File: src/rtl/ppc_pkg.sv
`timescale 1ns/1ps
// Package: shared configuration type for the port power controller.
// Assumes configuration bits are static between resets.
package ppc_pkg;
    typedef struct packed {
        logic mgmt_en;   // switching and monitoring supported
        logic ganged;    // shared power state
        logic pol_high;  // active-high switch pins
    } ppc_cfg_t;
endpackage

File: src/rtl/ppc_oc_filter.sv
`timescale 1ns/1ps
// Module: ppc_oc_filter
// Synchronizes one active-low overcurrent flag and qualifies it once it
// has been low for filt_len+1 consecutive samples. Assumes oc_n is
// asynchronous to clk and that filt_len changes only while idle.
module ppc_oc_filter #(
    parameter int FILT_W = 8
) (
    input  logic              clk,
    input  logic              rst_n,
    input  logic              enable,
    input  logic [FILT_W-1:0] filt_len,
    input  logic              oc_n,
    output logic              qual
);
    localparam logic [FILT_W-1:0] CNT_MAX = {FILT_W{1'b1}};

    logic              sync1_q, sync2_q;
    logic [FILT_W-1:0] run_q;
    logic              low_now;

    // Two-flop synchronizer; resets to the no-fault level.
    always_ff @(posedge clk) begin
        if (!rst_n) begin
            sync1_q <= 1'b1;
            sync2_q <= 1'b1;
        end else begin
            sync1_q <= oc_n;
            sync2_q <= sync1_q;
        end
    end

    assign low_now = enable && !sync2_q;

    // Saturating count of consecutive low cycles seen before this one.
    always_ff @(posedge clk) begin
        if (!rst_n || !low_now) begin
            run_q <= '0;
        end else if (run_q != CNT_MAX) begin
            run_q <= run_q + 1'b1;
        end
    end

    // Fault is qualified once enough earlier low cycles have been counted.
    always_comb begin
        qual = low_now && (run_q >= filt_len);
    end
endmodule

File: src/rtl/ppc_fault_latch.sv
`timescale 1ns/1ps
// Module: ppc_fault_latch
// Holds the sticky per-port overcurrent status. A qualified fault sets a
// bit; a clear pulse resets it; a set wins over a clear in the same cycle.
module ppc_fault_latch #(
    parameter int NUM_PORTS = 4
) (
    input  logic                 clk,
    input  logic                 rst_n,
    input  logic [NUM_PORTS-1:0] set_v,
    input  logic [NUM_PORTS-1:0] clr_v,
    output logic [NUM_PORTS-1:0] flag_q
);
    // Sticky status update with set priority.
    always_ff @(posedge clk) begin
        if (!rst_n) begin
            flag_q <= '0;
        end else begin
            flag_q <= (flag_q & ~clr_v) | set_v;
        end
    end
endmodule

File: src/rtl/ppc_switch_ctrl.sv
`timescale 1ns/1ps
// Module: ppc_switch_ctrl
// Computes the registered on/off state of each port switch from the
// requests, the current status and faults qualified this cycle.
// Assumes cfg is static; ganged mode forms one shared state.
module ppc_switch_ctrl
    import ppc_pkg::*;
#(
    parameter int NUM_PORTS = 4
) (
    input  logic                 clk,
    input  logic                 rst_n,
    input  ppc_cfg_t             cfg,
    input  logic [NUM_PORTS-1:0] req,
    input  logic [NUM_PORTS-1:0] flag_q,
    input  logic [NUM_PORTS-1:0] qual,
    output logic [NUM_PORTS-1:0] on_q
);
    logic [NUM_PORTS-1:0] blocked;
    logic [NUM_PORTS-1:0] on_next;

    // Next switch state per mode.
    always_comb begin
        blocked = flag_q | qual;
        if (!cfg.mgmt_en) begin
            on_next = '0;
        end else if (cfg.ganged) begin
            on_next = ((|req) && !(|blocked)) ? {NUM_PORTS{1'b1}} : '0;
        end else begin
            on_next = req & ~blocked;
        end
    end

    // Switch state register, all off in reset.
    always_ff @(posedge clk) begin
        if (!rst_n) begin
            on_q <= '0;
        end else begin
            on_q <= on_next;
        end
    end
endmodule

File: src/rtl/ppc_pin_drive.sv
`timescale 1ns/1ps
// Module: ppc_pin_drive
// Maps the internal switch state to pin levels per the polarity bit.
// Inputs come straight from registers, so the pins do not glitch.
module ppc_pin_drive #(
    parameter int NUM_PORTS = 4
) (
    input  logic                 pol_high,
    input  logic [NUM_PORTS-1:0] on_q,
    output logic [NUM_PORTS-1:0] pin
);
    for (genvar g = 0; g < NUM_PORTS; g++) begin : g_pin
        // Per-pin polarity mapping.
        always_comb begin
            pin[g] = pol_high ? on_q[g] : !on_q[g];
        end
    end
endmodule

File: src/rtl/port_pwr_ctrl.sv
`timescale 1ns/1ps
// Module: port_pwr_ctrl (top)
// Downstream port power switch controller: per-port overcurrent filters,
// sticky status, individual or ganged switch state and polarity mapping.
// Assumes configuration inputs are latched elsewhere and held static.
module port_pwr_ctrl
    import ppc_pkg::*;
#(
    parameter int NUM_PORTS = 4,
    parameter int FILT_W    = 8
) (
    input  logic                 clk,
    input  logic                 rst_n,
    input  logic                 cfg_mgmt_en,
    input  logic                 cfg_ganged,
    input  logic                 cfg_pol_high,
    input  logic [FILT_W-1:0]    filt_len,
    input  logic [NUM_PORTS-1:0] pwr_req,
    input  logic [NUM_PORTS-1:0] oc_n,
    input  logic [NUM_PORTS-1:0] oc_clr,
    output logic [NUM_PORTS-1:0] sw_pin,
    output logic [NUM_PORTS-1:0] oc_flag,
    output logic                 chg_ok
);
    ppc_cfg_t             cfg;
    logic [NUM_PORTS-1:0] qual;
    logic [NUM_PORTS-1:0] on_q;

    // Bundle the configuration bits.
    always_comb begin
        cfg.mgmt_en  = cfg_mgmt_en;
        cfg.ganged   = cfg_ganged;
        cfg.pol_high = cfg_pol_high;
    end

    for (genvar p = 0; p < NUM_PORTS; p++) begin : g_filt
        ppc_oc_filter #(.FILT_W(FILT_W)) filt_i (
            .clk      (clk),
            .rst_n    (rst_n),
            .enable   (cfg.mgmt_en),
            .filt_len (filt_len),
            .oc_n     (oc_n[p]),
            .qual     (qual[p])
        );
    end

    ppc_fault_latch #(.NUM_PORTS(NUM_PORTS)) latch_i (
        .clk    (clk),
        .rst_n  (rst_n),
        .set_v  (qual),
        .clr_v  (oc_clr),
        .flag_q (oc_flag)
    );

    ppc_switch_ctrl #(.NUM_PORTS(NUM_PORTS)) sw_i (
        .clk    (clk),
        .rst_n  (rst_n),
        .cfg    (cfg),
        .req    (pwr_req),
        .flag_q (oc_flag),
        .qual   (qual),
        .on_q   (on_q)
    );

    ppc_pin_drive #(.NUM_PORTS(NUM_PORTS)) pin_i (
        .pol_high (cfg.pol_high),
        .on_q     (on_q),
        .pin      (sw_pin)
    );

    // Charging needs switching support and per-port control.
    always_comb begin
        chg_ok = cfg.mgmt_en && !cfg.ganged;
    end
endmodule

File: config.mk
export PLATFORM = sky130hd
export DESIGN_NAME = port_pwr_ctrl
export DESIGN_NICKNAME = d
export VERILOG_FILES = /design/src/rtl/ppc_pkg.sv /design/src/rtl/ppc_oc_filter.sv /design/src/rtl/ppc_fault_latch.sv /design/src/rtl/ppc_switch_ctrl.sv /design/src/rtl/ppc_pin_drive.sv /design/src/rtl/port_pwr_ctrl.sv
export SDC_FILE = /design/constraint.sdc
export NUM_CORES = 1
export LEC_CHECK = 0
export ABC_AREA = 0
export BUFFER_PORTS_ARGS = -buffer_cell sky130_fd_sc_hd__buf_2
export CAP_MARGIN = 0
export CORE_MARGIN = 2
export CORE_UTILIZATION = 62
export CTS_CLUSTER_DIAMETER = 200
export DETAILED_ROUTE_END_ITERATION = 7
export GPL_TIMING_DRIVEN = 0
export PLACE_DENSITY = 0.81
export SETUP_SLACK_MARGIN = 0.2
export SLEW_MARGIN = 20
export SYNTH_ARGS = -nofsm -noshare
export SYNTH_HDL_FRONTEND = slang
export SYNTH_SLANG_ARGS = --single-unit
export TNS_END_PERCENT = 20
File: constraint.sdc
create_clock -name clk -period 3.25 [get_ports clk]
set_input_delay 0.325 -clock clk [delete_from_list [all_inputs] [get_ports clk]]
set_output_delay 0.325 -clock clk [all_outputs]
set_load 0.01 [all_outputs]
=== Word-level counts from Yosys, hierarchy flattened ===
Cells that the tools add are included.

* Word-level logic and storage cells: 70
* Output and inout bits: 9
* Register bits: 48

* Reductions and logical operators: 32
* Magnitude comparators: 4
* Bitwise gates (word level): 6
* $add $sub $neg: 4
* Mux-type cells: 6
* Equal/unequal tests: 4

{| class="wikitable"
|+ Operators with widths
! operator !! number
|-
| 8-bit by 1-bit adder with 8-bit output, second input constant || 4
|-
| 8-bit >= comparator || 4
|-
| 8-bit inequality test, second input constant || 4
|-
| 1-bit zero test || 15
|-
| 1-bit logical AND || 10
|-
| 4-bit AND || 2
|-
| 4-bit two-way mux || 2
|-
| 4-bit NOT || 2
|-
| 4-bit OR || 2
|-
| 4-bit OR reduction || 2
|-
| 1-bit logical OR || 4
|-
| 1-bit two-way mux || 4
|-
| 2-bit AND reduction || 1
|}

=== Logic depth before layout (Yosys ltp) ===
Gate-level depths: netlist of the first run.

* Word-level depth: 9
* Mapped depth: 7
* Gate-level depth less buffers: 7

=== Hierarchy ===
A second synthesis of the first run with hierarchy kept.

* Cells, all modules: 352
* Area total of the unflattened synthesis: 3026.7 µm²

{| class="wikitable"
|+ By module, submodules not included
! module !! instances !! area an instance (µm²) !! cells each !! seq. area each (µm²)
|-
| ppc_oc_filter || 4 || 653.1 || 78 || 200.2
|-
| ppc_switch_ctrl || 1 || 188.9 || 22 || 80.1
|-
| ppc_fault_latch || 1 || 165.2 || 12 || 80.1
|-
| ppc_pin_drive || 1 || 46.3 || 5 || 0.0
|-
| port_pwr_ctrl || 1 || 13.8 || 1 || 0.0
|}

=== Worst setup path after synthesis of the first run ===
Ideal clock, no wire load.

* Path kind: input to register
* From: in filt_len[6]
* To: reg sw_i.on_q[0]
* Data required time: 3.181 ns
* Buffers on the path: 0
* Stages: 7
* Setup slack: 1.557 ns
* Data arrival time: 1.624 ns
* Cells stage by stage: inv_1 -> ha_1 -> and3_4 -> a221o_1 -> a22oi_4 -> nand4_4 -> o21ai_1

* Word-level cells in the longest chain between the ends: 8

{| class="wikitable"
|+ RTL lines
! what !! line !! RTL
|-
| from (decl) || port_pwr_ctrl.sv:17 || <nowiki>input logic [FILT_W-1:0] filt_len,</nowiki>
|-
| 8-bit >= comparator || ppc_oc_filter.sv:46 || <nowiki>qual = low_now && (run_q >= filt_len);</nowiki>
|-
| 1-bit logical AND || ppc_oc_filter.sv:46 ||
|-
| 4-bit OR * || ppc_switch_ctrl.sv:24 || <nowiki>blocked = flag_q | qual;</nowiki>
|-
| 4-bit OR reduction || ppc_switch_ctrl.sv:28 || <nowiki>on_next = ((|req) && !(|blocked)) ? {NUM_PORTS{1'b1}} : '0;</nowiki>
|-
| 1-bit zero test || ppc_switch_ctrl.sv:28 ||
|-
| 1-bit logical AND || ppc_switch_ctrl.sv:28 ||
|-
| 4-bit two-way mux || ppc_switch_ctrl.sv:28 ||
|-
| 4-bit two-way mux * || ppc_switch_ctrl.sv:27 || <nowiki>end else if (cfg.ganged) begin</nowiki>
|-
| to (signal assigned) || ppc_switch_ctrl.sv:39 || <nowiki>on_q <= on_next;</nowiki>
|-
| to (decl) || ppc_switch_ctrl.sv:17 || <nowiki>output logic [NUM_PORTS-1:0] on_q</nowiki>
|}

Every way passes the cells marked *; elsewhere a longest branch is shown, timed or not.
A chain may end at the register's enable or synchronous reset.

=== Final worst setup path of the first run ===
* From: reg g_filt[1].filt_i.run_q[5]
* To: reg sw_i.on_q[0]

* Word-level cells in the longest chain between the ends: 8

{| class="wikitable"
|+ RTL lines
! what !! line !! RTL
|-
| from (decl) || ppc_oc_filter.sv:19 || <nowiki>logic [FILT_W-1:0] run_q;</nowiki>
|-
| from (signal assigned) || ppc_oc_filter.sv:40 || <nowiki>run_q <= run_q + 1'b1;</nowiki>
|-
| 8-bit >= comparator || ppc_oc_filter.sv:46 ||
|-
| 1-bit logical AND || ppc_oc_filter.sv:46 ||
|-
| 4-bit OR || ppc_switch_ctrl.sv:24 ||
|-
| 4-bit OR reduction || ppc_switch_ctrl.sv:28 ||
|-
| 1-bit zero test || ppc_switch_ctrl.sv:28 ||
|-
| 1-bit logical AND || ppc_switch_ctrl.sv:28 ||
|-
| 4-bit two-way mux || ppc_switch_ctrl.sv:28 ||
|-
| 4-bit two-way mux || ppc_switch_ctrl.sv:27 ||
|}

No other way between the ends.

==> metrics.md, run 1 <==
| Metric | Value |
|---|---|
| Drt drc | `0` |
| Worst slew pin tran | `467 ps` |
| Pleak | `1.38 nW` |
| All-layer global routing usage | `0.240` |
| Sinks on Clock Net | `48` |
| Most common flop cell mapped by yosys | `dfxtp_1` |
| CTS Buffer Depth | `2` |
| Post-synthesis sequential area ratio | `0.348` |
| Reg2reg path depth | `6` |
| Via Count | `2294` |
| H-tree levels | `2` |
| Util after Layout | `0.719` |
| Cell Count Post-Placement | `386` |
| Min Clock Period, post-route | `1940 ps` |
| # hold bufs at CTS | `0` |
| Fmax | `515 MHz` |
| Detailed Routing Iterations Pass 1 | `4` |
| Max Cap Viol | `0` |
| Die ar. | `5010 sq um` |
| WP data required | `3490 ps` |
| Initial core utilization | `0.639` |
| Via count of the first global-routing pass | `2174` |
| Final Hold Fails | `0` |
| Power, Total | `0.00116 W` |
| Type of the most critical hold path | `primary input to register` |
| End of the worst register-to-register path | `sw_i.on_q[0]` |
| Unrepaired setup endpoints after global routing | `no` |
| Synth Cell Area | `2760 sq um` |
| WHS Path Cells | `2` |
| Crit path kind | `register to register` |
| Reg-to-Reg Start | `g_filt[1].filt_i.run_q[5]` |
| Post-CTS Setup Bufs | `0` |
| Part of the cycle the worst path needs | `0.597` |
| Worst skew pair latency | `310 ps` |
| Max-slew violation count | `0` |
| Synthesis-stage register bit count | `48` |
| Status | `finished, final reports clean` |
| Mapped Cells | `303` |
| Largest net degree at the start of global routing | `15` |
| Final Net Count | `402` |
| # rows | `24` |
| Area delta synth->final | `12.5%` |
| Setup TNS | `0 ps` |
| CTS buffer count | `5` |
| Finished Layout Cells | `394` |
| Initial antenna violation count | `0` |
| Asr flop ratio synth | `0` |
| Final setup fails | `0` |
| Hpwl dp | `4.37 mm` |
| Area of the multi-input gates | `1750 sq um` |
| Fillers | `351` |
| Sequential standard cell area | `961 sq um` |
| First-pass GRT wire length | `9.59 mm` |
| Share of layout cells above drive strength 1 | `0.155` |
| CTS root buf | `clkbuf_8` |
| Synthesized Nets | `364` |
| TritonCTS clock tree | `built` |
| CP Capture Point | `sw_i.on_q[0]` |
| Total wire length | `5.74 mm` |
| Mapped Avg Cell Area | `9.12 sq um` |
| Clock Pin Slew Worst Setup and Hold Paths | `90 ps` |
| Synth unique cells | `43` |
| Via density | `5.82` |
| Gr ovfl total | `0` |
| DRT iter0 DRCs | `140` |
| DRT antenna net count | `0` |
| GPL Wtd Cong | `0.852` |
| Worst setup EP type | `register` |
| Antenna cells | `0` |
| Critical path origin | `g_filt[1].filt_i.run_q[5]` |
| Leading cell type in the layout, fill and taps excluded | `dfxtp_1` |
| IO Pins | `34` |
| Core Area | `4320 sq um` |
| Peak supply drop | `0.000265 V` |
| Die Wd | `70.8 um` |
| Most frequent cells in the layout | `48 x dfxtp_1, 39 x nor2_1, 36 x ha_1` |
| Slew headroom | `0.688` |
| Crit path arrival time | `2180 ps` |
| Wire length per cell | `14.6 um` |
| P per Cell Area | `373 nW/um^2` |
| CP Launch Type | `register` |
| CTS resizes | `0` |
| Yosys warns | `0` |
| Count of input and output buffers | `31` |
| Die height | `70.8 um` |
| Post-synth EDFFs | `0` |
| Reg2Reg Setup Slack | `1310 ps` |
| Critical path peak fanout | `6` |
| Clock skew | `5.61 ps` |
[cells by family (layout without fill, tap and decap cells)]
logic type | after synthesis | count (layout) | share of synthesized area
xor+xnor | 18 | 18 | 0.0571
buf+inv | 14 | 53 | 0.0195
fa+ha+maj | 36 | 36 | 0.163
compound gates | 52 | 52 | 0.139
mux | 4 | 4 | 0.0145
simple gates | 131 | 131 | 0.260
flops | 48 | 48 | 0.348
[worst max-delay path, cell delays in order (launching register included)]
cell and delay, ps:
dfxtp_1 440, ha_1 260, and3_1 190, a221o_1 370, a22oi_2 220, nand3_1 200
o21ai_1 180
[registers in the layout, summed over array words and instances, names as in the netlist]
name / cells
g_filt.filt_i.run_q: 32
g_filt.filt_i.sync1_q: 4
g_filt.filt_i.sync2_q: 4
latch_i.flag_q: 4
sw_i.on_q: 4
[Yosys cell counts, types with 8 or more instances]
cell type / instances / share of area
a21oi_1: 11 / 0.020
dfxtp_1: 48 / 0.35
ha_1: 36 / 0.16
inv_1: 11 / 0.015
nand2_1: 22 / 0.030
nand2b_1: 12 / 0.027
nand3_1: 12 / 0.022
nand4_1: 8 / 0.018
nor2_1: 39 / 0.053
xnor2_1: 10 / 0.032
xor2_1: 8 / 0.025
[power breakdown]
part	internal (W)	switching [W]	total, W
logic	0.0000405	0.0000483	0.0000887
registers	0.000596	0.00000321	0.000599
clock network	0.000271	0.000200	0.000472
[how the worst min path moves through the flow]
stage                                           to                startpoint
after floorplan           g_filt[0].filt_i.sync2_q  g_filt[0].filt_i.sync1_q
after global placement    g_filt[3].filt_i.sync2_q  g_filt[3].filt_i.sync1_q
after detailed placement  g_filt[1].filt_i.sync2_q  g_filt[1].filt_i.sync1_q
after CTS                 g_filt[0].filt_i.sync1_q                   oc_n[0]
after global routing      g_filt[1].filt_i.sync1_q                   oc_n[1]
final                     g_filt[0].filt_i.sync1_q                   oc_n[0]
[routing by layer]
metal | global-route usage | part of all wire
met3 | 0.0541 | 0.040
met2 | 0.399 | 0.49
met4 | 0.0734 | 0.010
met5 | 0 | 0
met1 | 0.314 | 0.46
[stage by stage]
step | setup WS [ps] | hold WS (ps) | cell area [sq um]
after floorplan | 1560 | 386 | 2760
after global placement | 1180 | 388 | 2980
after detailed placement | 1100 | 395 | 2980
after CTS | 1310 | 193 | 3110
after global routing | 1190 | 188 | 3110
final | 1310 | 192 | 3110
[final cells by class]
class | instances | share of cell area
buffer | 3 | 0.00402
sequential | 48 | 0.309
multi-input combinational | 241 | 0.562
inverter | 11 | 0.0133
clock inverter | 1 | 0.00966
tap | 52 | 0.0209
clock buffer | 7 | 0.0310
timing repair buffer | 31 | 0.0499
Power figures use the tool's default switching activity.
==> inputs of run 2 (changes only) <==
- CORE_UTILIZATION: 62 -> 58
- PLACE_DENSITY: 0.81 -> 0.77
- clock period: 3.25 -> 2 ns (I/O delays scaled with it)
==> run 2 against run 1 <==
Against the previous run:
- non-clock buffer count up 10
- sequential power up 61%
- clock-buffer cell count unchanged
- register-to-register slack got worse by 1100 ps
- clock skew grew 5.4 ps
- worst setup slack worse by 1100 ps
- combinational power grew 79%
- worst hold slack got worse by 110 ps
- clock power is 26% higher
- total power increased by 48%
- largest cell class unchanged
- highest routed layer unchanged
==> metrics.md, run 2 (same netlist as run 1, synthesis figures left out) <==
| Metric | Value |
|---|---|
| Worst slew pin tran | `508 ps (was 467 ps)` |
| Die height | `73.0 um (was 70.8 um)` |
| Leading cell type in the layout, fill and taps excluded | `nor2_1 (was dfxtp_1)` |
| CP Launch Type | `register (unchanged)` |
| Gr busiest metal | `met2 (unchanged)` |
| Most frequent cells in the layout | `39 x nor2_1, 38 x dfxtp_1, 32 x buf_2 (was 48 x dfxtp_1, 39 x nor2_1, 36 x ha_1)` |
| Met2 global-route usage | `0.391 (was 0.399)` |
| Min Clock Period, post-route | `1790 ps (was 1940 ps)` |
| Slew headroom | `0.662 (was 0.688)` |
| GPL Wtd Cong | `0.840 (was 0.852)` |
| Via density | `5.80 (was 5.82)` |
| Status | `finished, final reports clean (unchanged)` |
| Via Count | `2353 (was 2294)` |
| CTS buffer count | `5 (unchanged)` |
| M3 GR Usage | `0.0470 (was 0.0541)` |
| Reg-to-Reg Start | `g_filt[1].filt_i.run_q[6] (was g_filt[1].filt_i.run_q[5])` |
| Part of the cycle the worst path needs | `0.893 (was 0.597)` |
| DRT iter0 DRCs | `124 (was 140)` |
| Crit path kind | `register to register (unchanged)` |
| All-layer global routing usage | `0.241 (was 0.240)` |
| IO Pins | `34 (unchanged)` |
| Final setup fails | `0 (unchanged)` |
| Setup TNS | `0 ps (unchanged)` |
| Drt drc | `0 (unchanged)` |
| Reg2Reg Setup Slack | `210 ps (was 1310 ps)` |
| Power, Total | `0.00172 W (was 0.00116 W)` |
| Critical path peak fanout | `4 (was 6)` |
| CTS root buf | `clkbuf_8 (unchanged)` |
| Fmax | `560 MHz (was 515 MHz)` |
| Die Wd | `73.0 um (was 70.8 um)` |
| # rows | `25 (was 24)` |
| Largest Register | `g_filt.filt_i.run_q (unchanged)` |
| Initial core utilization | `0.593 (was 0.639)` |
| Max incr delay on CP | `360 ps (was 440 ps)` |
| Worst setup EP type | `register (unchanged)` |
| Crit path cell chain | `ha_4, and3_4, a221o_1, a22oi_2, nand3_2, o21ai_2 (was ha_1, and3_1, a221o_1, a22oi_2, nand3_1, o21ai_1)` |
| Worst skew pair latency | `300 ps (was 310 ps)` |
| Area delta synth->final | `19.2% (was 12.5%)` |
| Share of layout cells above drive strength 1 | `0.241 (was 0.155)` |
| Clock skew | `11.0 ps (was 5.61 ps)` |
| Sinks on Clock Net | `48 (unchanged)` |
| P per Cell Area | `522 nW/um^2 (was 373 nW/um^2)` |
| TritonCTS clock tree | `built (unchanged)` |
| Wire length per cell | `15.0 um (was 14.6 um)` |
| First-pass GRT wire length | `10.0 mm (was 9.59 mm)` |
| GR met1 Demand/Resource | `0.301 (was 0.314)` |
| Hpwl dp | `4.49 mm (was 4.37 mm)` |
| Max-slew violation count | `0 (unchanged)` |
| Final Net Count | `412 (was 402)` |
| Max reg flops | `32 (unchanged)` |
| WP data required | `2240 ps (was 3490 ps)` |
| Min-delay src | `oc_n[0] (unchanged)` |
| Core Area | `4660 sq um (was 4320 sq um)` |
| Count of input and output buffers | `31 (unchanged)` |
| Unrepaired setup endpoints after global routing | `yes (was no)` |
| CP max-delay cell | `dfxtp_4 (was dfxtp_1)` |
| H-tree levels | `2 (unchanged)` |
| Initial antenna violation count | `0 (unchanged)` |
| Total wire length | `6.09 mm (was 5.74 mm)` |
| Clock Pin Slew Worst Setup and Hold Paths | `90 ps (about the same)` |
| Gr ovfl total | `0 (unchanged)` |
| Detailed Routing Iterations Pass 1 | `4 (unchanged)` |
| Fillers | `343 (was 351)` |
| Largest net degree at the start of global routing | `15 (unchanged)` |
| Crit path arrival time | `2030 ps (was 2180 ps)` |
| Final Hold Fails | `0 (unchanged)` |
| DRT antenna net count | `0 (unchanged)` |
| CTS Buffer Depth | `2 (unchanged)` |
| Via count of the first global-routing pass | `2293 (was 2174)` |
| Max Cap Viol | `0 (unchanged)` |
| Peak supply drop | `0.000487 V (was 0.000265 V)` |
| Antenna cells | `0 (unchanged)` |
| Pleak | `1.42 nW (was 1.38 nW)` |
| Critical path origin | `g_filt[1].filt_i.run_q[6] (was g_filt[1].filt_i.run_q[5])` |
| Die ar. | `5330 sq um (was 5010 sq um)` |
| Type of the most critical hold path | `primary input to register (unchanged)` |
run 2: changes by cell type in the layout (fill, tap and decap cells not counted), moves of 4 or more:
cell,before,now
buf_4,0,10
dfxtp_1,48,38
dfxtp_2,0,4
dfxtp_4,0,6
ha_1,36,29
ha_4,0,7
run 2: power by group:
part           leakage (nW)  switching [W]  internal [W]  total (W)
Clock                0.0445       0.000313      0.000281   0.000594
Sequential            0.396     0.00000538      0.000961   0.000966
Combinational         0.982      0.0000877     0.0000716   0.000159
Total                  1.42       0.000406       0.00131    0.00172
run 2: repair_timing:
item / in CTS / in global routing
buffers inserted: 1 / 9
setup endpoints to repair: 4 / 4
resized for setup: 9 / 21
hold buffers: 0 / 0
pin swaps: 4 / 9
endpoints found under the hold margin: 0 / 0
run 2: layout make-up:
| class | instances | area (sq um) | share of cell area |
|---|---|---|---|
| multi-input combinational | 241 | 1860 | 0.565 |
| timing repair buffer | 41 | 230 | 0.0699 |
| sequential | 48 | 988 | 0.300 |
| buffer | 3 | 12.5 | 0.00380 |
| inverter | 11 | 41.3 | 0.0125 |
| clock buffer | 7 | 86.3 | 0.0262 |
| clock inverter | 1 | 7.51 | 0.00228 |
| tap | 54 | 67.6 | 0.0205 |
run 2: final timing paths:
path	depth (start not counted)	endpoint
max reg2reg	6	sw_i.on_q[1]
max	6	sw_i.on_q[1]
min	2	g_filt[0].filt_i.sync1_q
min reg2reg	1	g_filt[3].filt_i.sync2_q
run 2: per-layer routing:
layer  wire (um)  up-vias
met2        2850       47
li1            -     1188
met1        2870     1097
met4         223        0
met5           0        -
met3         154       21
run 2: critical path, delay by kind of cell, from the launching register on:
| family | cells | cell delay [ps] |
|---|---|---|
| and+or+nand+nor | 2 | 390 |
| DFF | 1 | 360 |
| AOI/OAI and AO/OA | 3 | 780 |
| adders and majority gates | 1 | 210 |
run 2: through the flow:
stage	area, sq um	utilization	instances	worst slack [ps]	hold slack, ps
detailed placement	2990	0.641	388	1.23	389
CTS	3110	0.667	397	202	77.4
floorplan	2760	-	303	333	301
global placement	2990	0.641	388	36.6	381
finish	3290	0.707	406	213	80.7
global route	3290	0.707	406	184	84.4
==> inputs of run 3 (changes only) <==
- CORE_UTILIZATION: 58 -> 59
- SYNTH_HIERARCHICAL: default -> 1
==> run 3 against run 2 <==
Against the previous run:
- critical path type unchanged
- the run now ends with setup timing left
- global-route usage rose by 1.8 points
- register-to-register slack got worse by 250 ps
- via count rose by 20%
- critical path depth rose by 1
- sequential cell count did not move
- clock-buffer cell count fell by 2
- combinational power rose by 28%
- sequential power barely moved
- total power rose by 24%
- cell area rose by 15%
==> metrics.md, run 3 <==
| Metric | Value |
|---|---|
| Synth unique cells | `35 (was 43)` |
| Final Hold Fails | `0 (unchanged)` |
| Top-count cell post-synth | `dfxtp_1 (unchanged)` |
| Pleak | `1.55 nW (was 1.42 nW)` |
| Commonest cells in the netlist | `48 x dfxtp_1, 36 x ha_1, 36 x inv_1 (was 48 x dfxtp_1, 39 x nor2_1, 36 x ha_1)` |
| # hold bufs at CTS | `0 (unchanged)` |
| Via count of the first global-routing pass | `2548 (was 2293)` |
| Hpwl dp | `4.75 mm (was 4.49 mm)` |
| Peak supply drop | `0.000397 V (was 0.000487 V)` |
| CTS Buffer Depth | `2 (unchanged)` |
| CTS buffer count | `5 (unchanged)` |
| WP data required | `2200 ps (was 2240 ps)` |
| Gr ovfl total | `0 (unchanged)` |
| DRT iter0 DRCs | `123 (was 124)` |
| Synthesis-stage register bit count | `48 (unchanged)` |
| Asr flop ratio synth | `0 (unchanged)` |
| Max-slew violation count | `0 (unchanged)` |
| Slew headroom | `0.736 (was 0.662)` |
| CTS root buf | `clkbuf_8 (unchanged)` |
| All-layer global routing usage | `0.259 (was 0.241)` |
| Most common flop cell mapped by yosys | `dfxtp_1 (unchanged)` |
| Wire length per cell | `14.9 um (was 15.0 um)` |
| P per Cell Area | `562 nW/um^2 (was 522 nW/um^2)` |
| Leading cell type in the layout, fill and taps excluded | `buf_2 (was nor2_1)` |
| Unrepaired setup endpoints after global routing | `yes (unchanged)` |
| Area delta synth->final | `25.6% (was 19.2%)` |
| Count of input and output buffers | `32 (was 31)` |
| GPL Wtd Cong | `0.859 (was 0.840)` |
| Clock Pin Slew Worst Setup and Hold Paths | `100 ps (was 90 ps)` |
| H-tree levels | `2 (unchanged)` |
| Most frequent cells in the layout | `36 x buf_2, 35 x inv_1, 32 x nor3_1 (was 39 x nor2_1, 38 x dfxtp_1, 32 x buf_2)` |
| Final setup fails | `4 (was 0)` |
| Reg2reg path depth | `7 (was 6)` |
| Post-DP Area | `3340 sq um (was 2990 sq um)` |
| Pre-CTS setup slack | `-195 ps (was 1.23 ps)` |
| Sinks on Clock Net | `48 (unchanged)` |
| Detailed Routing Iterations Pass 1 | `4 (unchanged)` |
| Largest net degree at the start of global routing | `19 (was 15)` |
| CP Launch Type | `register (unchanged)` |
| Die height | `75.6 um (was 73.0 um)` |
| Synth Cell Area | `3030 sq um (was 2760 sq um)` |
| Setup TNS | `-142 ps (was 0 ps)` |
| TritonCTS clock tree | `built (unchanged)` |
| Largest Register | `g_filt.filt_i/run_q (was g_filt.filt_i.run_q)` |
| Area contributors post-synth | `dfxtp_1 32%, ha_1 15%, nor3_1 5.3%, a21oi_1 4.6%, inv_1 4.5% (was dfxtp_1 35%, ha_1 16%, nor2_1 5.3%, xnor2_1 3.2%, nand2_1 3.0%)` |
| Finished Layout Cells | `468 (was 406)` |
| Initial antenna violation count | `0 (unchanged)` |
| Setup slack after layout | `-37.1 ps (was 213 ps)` |
| Total wire length | `6.98 mm (was 6.09 mm)` |
| Fmax | `491 MHz (was 560 MHz)` |
| Cell Count Post-Placement | `454 (was 388)` |
| Initial core utilization | `0.600 (was 0.593)` |
| Worst skew pair latency | `310 ps (was 300 ps)` |
| Drt drc | `0 (unchanged)` |
| Part of the cycle the worst path needs | `1.02 (was 0.893)` |
| Final Net Count | `458 (was 412)` |
| Antenna cells | `0 (unchanged)` |
| IO Pins | `34 (unchanged)` |
| Share of layout cells above drive strength 1 | `0.284 (was 0.241)` |
| WHS Path Cells | `2 (unchanged)` |
| Clock skew | `7.39 ps (was 11.0 ps)` |
| Mapped Avg Cell Area | `8.60 sq um (was 9.12 sq um)` |
| Max Cap Viol | `0 (unchanged)` |
| Yosys warns | `6 (was 0)` |
| DRT antenna net count | `0 (unchanged)` |
| Post-synthesis sequential area ratio | `0.317 (was 0.348)` |
| Critical path peak fanout | `5 (was 4)` |
| Top cell type's share of synthesized area | `0.317 (was 0.348)` |
| Failing checks | `setup timing` |
| First-pass GRT wire length | `11.5 mm (was 10.0 mm)` |
| Crit path arrival time | `2240 ps (was 2030 ps)` |
| Post-route cell area | `3800 sq um (was 3290 sq um)` |
| Via density | `6.05 (was 5.80)` |
| Type of the most critical hold path | `primary input to register (unchanged)` |
| Min Clock Period, post-route | `2040 ps (was 1790 ps)` |
| Power, Total | `0.00214 W (was 0.00172 W)` |
| Mapped Cells | `352 (was 303)` |
| Crit path kind | `register to register (unchanged)` |
| Top cell type by total area after synthesis | `dfxtp_1 (unchanged)` |
| # rows | `26 (was 25)` |
| Core Area | `5040 sq um (was 4660 sq um)` |
| Fillers | `375 (was 343)` |
| Die Wd | `75.6 um (was 73.0 um)` |
| Worst setup EP type | `register (unchanged)` |
| Status | `complete, but fails checks (was finished, final reports clean)` |
| Max reg flops | `32 (unchanged)` |
| Via Count | `2831 (was 2353)` |
| Synthesized Nets | `413 (was 364)` |
| Worst slew pin tran | `392 ps (was 508 ps)` |
| Post-synth EDFFs | `0 (unchanged)` |
| Die ar. | `5720 sq um (was 5330 sq um)` |
[run 3: per-stage QoR]
stage,hold WS (ps),utilization
floorplan,273,-
global placement,383,0.663
detailed placement,393,0.663
CTS,62.4,0.729
global route,73.6,0.754
finish,74.5,0.754
[run 3: layout make-up]
cell class	count	area, sq um	area share
Buffer	5	31.3	0.00823
Clock buffer	5	68.8	0.0181
Clock inverter	3	90.1	0.0237
Inverter	36	135	0.0355
Multi-Input combinational cell	263	2180	0.574
Sequential cell	48	1000	0.264
Tap cell	70	87.6	0.0230
Timing Repair Buffer	38	205	0.0540
[run 3: timing repair]
action,CTS,global route
buffers inserted,3,3
resized for setup,30,22
pin swaps,6,14
setup endpoints to repair,8,8
[run 3: final timing paths]
path                        startpoint                  endpoint  slack, ps
max          g_filt[2].filt_i/run_q[6]              sw_i/on_q[2]        -40
min                            oc_n[0]  g_filt[0].filt_i/sync1_q         70
max reg2reg  g_filt[2].filt_i/run_q[6]              sw_i/on_q[2]        -40
min reg2reg   g_filt[3].filt_i/sync1_q  g_filt[3].filt_i/sync2_q        420
[run 3: critical path: stages (launching register included)]
cell	delay, ps
dfxtp_2	350
ha_1	290
nand2_2	60
or4_4	520
o32ai_4	290
and4bb_1	230
nand4_2	120
nand2_1	60
[run 3: cells by family (layout without fill, tap and decap cells)]
| group | Yosys count | in the layout | share of synthesized area |
|---|---|---|---|
| compound gates | 72 | 72 | 0.164 |
| xor+xnor | 4 | 4 | 0.0116 |
| fa+ha+maj | 36 | 36 | 0.149 |
| buf+inv | 41 | 87 | 0.0550 |
| flops | 48 | 48 | 0.317 |
| mux | 4 | 4 | 0.0149 |
| simple gates | 147 | 147 | 0.289 |
[run 3: report_power, final]
| group | switching [W] | total [W] | internal (W) |
|---|---|---|---|
| Combinational | 0.000108 | 0.000203 | 0.0000953 |
| Sequential | 0.00000605 | 0.000966 | 0.000960 |
| Clock | 0.000344 | 0.000969 | 0.000625 |
| Total | 0.000458 | 0.00214 | 0.00168 |
[run 3: routing by layer]
metal  vias up  wire, um  track usage  part of all wire
li1       1385         -            -                 -
met1      1340      3060        0.330              0.44
met2        91      3400        0.441              0.49
met3        15       345       0.0503             0.049
met4         0       170       0.0877             0.024
met5         -         0            0                 0
